--- config.mk ---
export PLATFORM = sky130hd
export DESIGN_NAME = hb_chopper
export DESIGN_NICKNAME = d
export VERILOG_FILES = /design/src/rtl/chop_pkg.sv /design/src/rtl/chop_leg.sv /design/src/rtl/chop_seq.sv /design/src/rtl/hb_chopper.sv
export SDC_FILE = /design/constraint.sdc
export NUM_CORES = 1
export LEC_CHECK = 0
export BUFFER_PORTS_ARGS = -buffer_cell sky130_fd_sc_hd__buf_2
export CAP_MARGIN = 20
export CORE_MARGIN = 2
export CORE_UTILIZATION = 60
export DETAILED_ROUTE_END_ITERATION = 10
export PLACE_DENSITY = 0.78
export SYNTH_ARGS = -nofsm -noshare
export SYNTH_HDL_FRONTEND = slang
export SYNTH_SLANG_ARGS = --single-unit
--- constraint.sdc ---
create_clock -name clk -period 4.66 [get_ports clk]
set_clock_uncertainty 0.1 [all_clocks]
set_input_delay 0.699 -clock clk [delete_from_list [all_inputs] [get_ports clk]]
set_output_delay 0.699 -clock clk [all_outputs]
set_load 0.1 [all_outputs]
--- src/rtl/chop_pkg.sv ---
package chop_pkg;

  typedef enum logic [1:0] {
    PH_IDLE = 2'd0,
    PH_ON   = 2'd1,
    PH_FAST = 2'd2,
    PH_SLOW = 2'd3
  } phase_e;

  // reversed-bridge share of the off-time: 5/16 of the total
  function automatic int unsigned fast_cycles(input int unsigned off_cyc);
    return (off_cyc * 5) >> 4;
  endfunction

  // gate request {hs_a, ls_a, hs_b, ls_b} for a phase and polarity
  function automatic logic [3:0] gate_req(input phase_e ph, input logic pol);
    logic [3:0] drive_pair;
    logic [3:0] rev_pair;
    drive_pair = pol ? 4'b0110 : 4'b1001;
    rev_pair   = pol ? 4'b1001 : 4'b0110;
    case (ph)
      PH_ON:   return drive_pair;
      PH_FAST: return rev_pair;
      PH_SLOW: return 4'b0101;
      default: return 4'b0000;
    endcase
  endfunction

endpackage

--- src/rtl/chop_leg.sv ---
module chop_leg #(
  parameter int unsigned DEAD_CYC = 24
) (
  input  logic clk,
  input  logic rst_n,
  input  logic req_hi,
  input  logic req_lo,
  output logic hi_q,
  output logic lo_q,
  output logic chg
);
  localparam int unsigned DT_W = $clog2(DEAD_CYC + 1);
  localparam logic [DT_W-1:0] DEAD_V = DT_W'(DEAD_CYC);

  logic [DT_W-1:0] gap_cnt;
  logic gap_ok;
  logic hi_d, lo_d;

  assign gap_ok = (gap_cnt == DEAD_V);
  // a switch may stay on, or come on only after the leg has idled long enough
  assign hi_d = req_hi && (hi_q || (!lo_q && gap_ok));
  assign lo_d = req_lo && !req_hi && (lo_q || (!hi_q && gap_ok));
  assign chg  = (hi_d != hi_q) || (lo_d != lo_q);

  always_ff @(posedge clk or negedge rst_n) begin
    if (!rst_n) begin
      hi_q    <= 1'b0;
      lo_q    <= 1'b0;
      gap_cnt <= '0;
    end else begin
      hi_q <= hi_d;
      lo_q <= lo_d;
      if (hi_q || lo_q)      gap_cnt <= '0;
      else if (!gap_ok)      gap_cnt <= gap_cnt + 1'b1;
    end
  end
endmodule

--- src/rtl/chop_seq.sv ---
module chop_seq
  import chop_pkg::*;
#(
  parameter int unsigned OFF_CYC   = 1500,
  parameter int unsigned BLANK_CYC = 50
) (
  input  logic   clk,
  input  logic   rst_n,
  input  logic   run,
  input  logic   trip,
  input  logic   mixed,
  input  logic   pol,
  input  logic   sw_evt,
  output phase_e phase,
  output logic   pol_q,
  output logic   trip_take,
  output logic   fast_done,
  output logic   off_done
);
  localparam int unsigned OFF_W  = $clog2(OFF_CYC + 1);
  localparam int unsigned BL_W   = $clog2(BLANK_CYC + 1);
  localparam int unsigned FAST_C = fast_cycles(OFF_CYC);
  localparam int unsigned SLOW_C = OFF_CYC - FAST_C;
  localparam logic [OFF_W-1:0] FAST_LD = OFF_W'(FAST_C - 1);
  localparam logic [OFF_W-1:0] SLOW_LD = OFF_W'(SLOW_C - 1);
  localparam logic [OFF_W-1:0] OFF_LD  = OFF_W'(OFF_CYC - 1);
  localparam logic [BL_W-1:0]  BLK_LD  = BL_W'(BLANK_CYC);

  phase_e st, st_nxt;
  logic [OFF_W-1:0] tmr, tmr_nxt;
  logic [BL_W-1:0]  bcnt;
  logic tmr_zero;

  assign tmr_zero  = (tmr == '0);
  assign trip_take = run && (st == PH_ON) && trip && (bcnt == '0);
  assign fast_done = run && (st == PH_FAST) && tmr_zero;
  assign off_done  = run && (st == PH_SLOW) && tmr_zero;
  assign phase     = st;

  always_comb begin
    st_nxt  = st;
    tmr_nxt = tmr;
    if (!run) begin
      st_nxt = PH_IDLE;
    end else begin
      case (st)
        PH_IDLE: st_nxt = PH_ON;
        PH_ON: if (trip_take) begin
          st_nxt  = mixed ? PH_FAST : PH_SLOW;
          tmr_nxt = mixed ? FAST_LD : OFF_LD;
        end
        PH_FAST: if (tmr_zero) begin
          st_nxt  = PH_SLOW;
          tmr_nxt = SLOW_LD;
        end else tmr_nxt = tmr - 1'b1;
        PH_SLOW: if (tmr_zero) st_nxt = PH_ON;
                 else          tmr_nxt = tmr - 1'b1;
        default: st_nxt = PH_IDLE;
      endcase
    end
  end

  always_ff @(posedge clk or negedge rst_n) begin
    if (!rst_n) begin
      st    <= PH_IDLE;
      tmr   <= '0;
      bcnt  <= BLK_LD;
      pol_q <= 1'b0;
    end else begin
      st  <= st_nxt;
      tmr <= tmr_nxt;
      if ((st_nxt != st) || sw_evt) bcnt <= BLK_LD;
      else if (bcnt != '0)          bcnt <= bcnt - 1'b1;
      if ((st_nxt == PH_ON) && (st != PH_ON)) pol_q <= pol;
    end
  end
endmodule

--- src/rtl/hb_chopper.sv ---
module hb_chopper
  import chop_pkg::*;
#(
  parameter int unsigned OFF_CYC   = 1500,
  parameter int unsigned BLANK_CYC = 50,
  parameter int unsigned DEAD_CYC  = 24
) (
  input  logic clk,
  input  logic rst_n,
  input  logic trip_i,
  input  logic mixed_i,
  input  logic pol_i,
  input  logic en_i,
  input  logic fault_i,
  output logic hs_a_o,
  output logic ls_a_o,
  output logic hs_b_o,
  output logic ls_b_o
);
  phase_e     phase;
  logic       run, pol_q, sw_evt;
  logic       trip_take, fast_done, off_done, in_fast, in_off;
  logic [3:0] req;
  logic [3:0] gq;
  logic [1:0] leg_chg;

  assign run     = en_i && !fault_i;
  assign req     = run ? gate_req(phase, pol_q) : 4'b0000;
  assign sw_evt  = |leg_chg;
  assign in_fast = (phase == PH_FAST);
  assign in_off  = (phase == PH_FAST) || (phase == PH_SLOW);

  chop_seq #(.OFF_CYC(OFF_CYC), .BLANK_CYC(BLANK_CYC)) u_seq (
    .clk(clk), .rst_n(rst_n), .run(run), .trip(trip_i), .mixed(mixed_i),
    .pol(pol_i), .sw_evt(sw_evt), .phase(phase), .pol_q(pol_q),
    .trip_take(trip_take), .fast_done(fast_done), .off_done(off_done)
  );

  // leg 1 is A (bits 3:2), leg 0 is B (bits 1:0)
  for (genvar g = 0; g < 2; g++) begin : g_leg
    chop_leg #(.DEAD_CYC(DEAD_CYC)) u_leg (
      .clk(clk), .rst_n(rst_n),
      .req_hi(req[2*g+1]), .req_lo(req[2*g]),
      .hi_q(gq[2*g+1]), .lo_q(gq[2*g]), .chg(leg_chg[g])
    );
  end

  assign hs_a_o = gq[3];
  assign ls_a_o = gq[2];
  assign hs_b_o = gq[1];
  assign ls_b_o = gq[0];
endmodule

==> flow_summary.ini <==
[worst_setup_path]
cp-start-kind = flip-flop
endpoint_kind = flip-flop
crit_fanout = 13
arrival_ps = 2940
required_ps = 4800
crit_chain = inv_1 -> ha_1 -> nor3b_1 -> nand3_1 -> a21oi_1 -> o21ai_1 -> a22o_1
setup.worst_path.class = flip-flop to flip-flop
max_stage_delay_ps = 760
slowest_stage = a21oi_1

[detailed_routing]
route.vias.total = 1648
first_pass_iters = 4
wl_microns = 3970
drc = 0
final_antenna_net_count = 0
wl_per_cell_microns = 14.6
routed_via_density = 6.06
drt_iter0_markers = 127

[global_route]
grt_pass1_vias = 1567
grt_pass1_wl_microns = 6670
antenna_found_initial = 0
grt.total_usage = 0.240
grt.overflow.total = 0
grt_max_degree = 35

[floorplanning]
row_count = 20
start_util = 0.638
die_h_microns = 61.4
die-area_sq_um = 3770
io_pins = 11
die_w_microns = 61.4
core_area_sq_um = 3100

[sta]
tightest_slew_ps = 857
rsz0062_at_grt = no
final_hold_viol_count = 0
slew-limit-headroom = 0.414
setup_viol = 0
fmax_mhz = 357
post-route-min-period_ps = 2800
period_share = 0.602
slew_viol_final = 0
tns_ps = 0

[synth]
synth-adder-area-share = 0.0442
yosys.area.top_type = dfrtp_1
synth_cell_types = 51
synth_top_family_by_area = simple AND/OR/NAND/NOR gates
yosys.area_share.simple = 0.223
synth_ff_type = dfrtp_1
syn_area_sq_um = 1980
synthXorXnorAreaFrac = 0.0442
synth_area_leaders = dfrtp_1, nor2_1, ha_1, dfstp_2, nor3_1
synth_compound_area_frac = 0.176
avgSynthCellArea_sq_um = 9.04
synth_edf_count = 0
yosysSeqAreaShare = 0.432
ys_seq_elements = 34
netlist_instances = 219
synth_warnings = 0
async_reset_ff_frac = 1.00
synth_top_area_frac = 0.392
synth_nets = 233
synthMuxAreaShare = 0.0316

[outcome]
outcome = finished clean

[finish]
nNetsFinal = 241
antennaDiodeCount = 0
final_cells = 272
finalCoreUtilization = 0.676
area_growth_pct = 6.00
final_common_cell = dfrtp_1
final_cell_mix = dfrtp_1, nor2_1, inv_1, nand2_1, nor3_1
drive_above_1_share = 0.110
fin_area_sq_um = 2100

[power]
power.density_nw_per_um2 = 413
vdd_ir_drop_max_v = 0.000206
finalPower_mw = 0.866
leakage_nw = 0.943

[cts]
clkSlewWorstSetupHoldPaths_ps = 100
ctsLongestPathBuffers = 2
cts_setup_buffers = 0
insertion_delay_ps = 350
cts-htree-levels = 2
clock-sinks = 34
cts_tree = done
cts-resized-gates = 0
cts-root-buf = clkbuf_4
hold_buffers = 0
cts_buffers = 5

[job]
max_cap_viol_count = 0

[min_path]
hold_path.class = primary input to async pin

[placed_design]
dp_hpwl_microns = 2830
port_buffers = 10
dp.cells = 264
dpl_cell_area_sq_um = 2040
place_congestion = 0.798
-- kinds of logic (layout without fill, tap and decap cells) --
group,Yosys count,in the layout
xor gates and xnor gates,10,10
muxes,6,6
DFF,34,34
buffers and inverters,23,32
AOI/OAI and AO/OA,50,50
adders and majority gates,7,7
and+or+nand+nor,89,89
-- through the flow --
step | hold slack, ps | setup slack [ps]
floorplan | 303 | 2200
global placement | 381 | 1810
detailed placement | 385 | 1780
CTS | 334 | 1810
global route | 358 | 1600
finish | 306 | 1860
-- synth_stat cells (all sizes together) (2+ instances only) --
cell / n
o22ai: 5
nand4b: 2
nand3: 6
mux2: 2
nor2: 30
xnor2: 4
dfstp: 3
or3: 4
a22o: 5
nor2b: 2
inv: 14
a2111oi: 2
clkbuf: 4
nor3: 12
mux2i: 4
xor2: 6
and2: 2
o31ai: 3
a21oi: 10
buf: 5
nand2: 14
nand2b: 3
dfrtp: 31
or2: 3
nor3b: 2
nor4: 2
and3: 3
o21ai: 13
ha: 7
-- final cells by class --
| type | count | area [sq um] |
|---|---|---|
| well taps | 44 | 55.1 |
| repair buffers | 10 | 50.0 |
| clock inverters | 1 | 5.00 |
| multi-input cells | 162 | 1030 |
| flip-flops and latches | 34 | 855 |
| inverters | 14 | 52.6 |
| clock buffers | 7 | 55.1 |
| fillers | 262 | 1000 |
-- power breakdown --
group | internal (mW) | total, mW | switching [mW]
combinational | 0.118 | 0.252 | 0.133
clock | 0.0730 | 0.170 | 0.0968
sequential | 0.375 | 0.445 | 0.0699
total | 0.566 | 0.866 | 0.300
-- sequential cells by signal, summed over array words and instances (netlist names) --
name,cells
g_leg.u_leg.gap_cnt,10
u_seq.tmr,11
g_leg.u_leg.lo_q,2
u_seq.pol_q,1
u_seq.phase,2
u_seq.bcnt,6
g_leg.u_leg.hi_q,2
-- routing by layer --
metal / global-route usage / vias up / routed length (microns) / part of all wire
li1: - / 790 / - / -
met2: 0.406 / 41 / 2020 / 0.51
met4: 0.0942 / 0 / 61 / 0.015
met3: 0.0588 / 8 / 159 / 0.040
met5: 0 / - / 0 / 0
met1: 0.296 / 809 / 1730 / 0.43
-- final timing paths --
kind                               startpoint                        end  slack (ps)  cells after the start
worst max-delay path            u_seq.bcnt[0]               u_seq.tmr[5]        1860                      7
worst min-delay path                    rst_n  g_leg[0].u_leg.gap_cnt[4]         310                      1
worst max register to register  u_seq.bcnt[0]               u_seq.tmr[5]        1860                      7
worst min register to register  u_seq.tmr[10]              u_seq.tmr[10]         420                      1
max in group asynchronous               rst_n              u_seq.bcnt[0]        3680                      1
min in group clk                u_seq.tmr[10]              u_seq.tmr[10]         420                      1
-- critical path, delay by kind of cell, from the launching register on --
kind | cells | cell delay (ps)
compound gates | 3 | 1210
fa+ha+maj | 1 | 170
buf+inv | 1 | 120
flops | 1 | 390
simple gates | 2 | 720
Note: power is estimated with default switching activity, not from simulation.
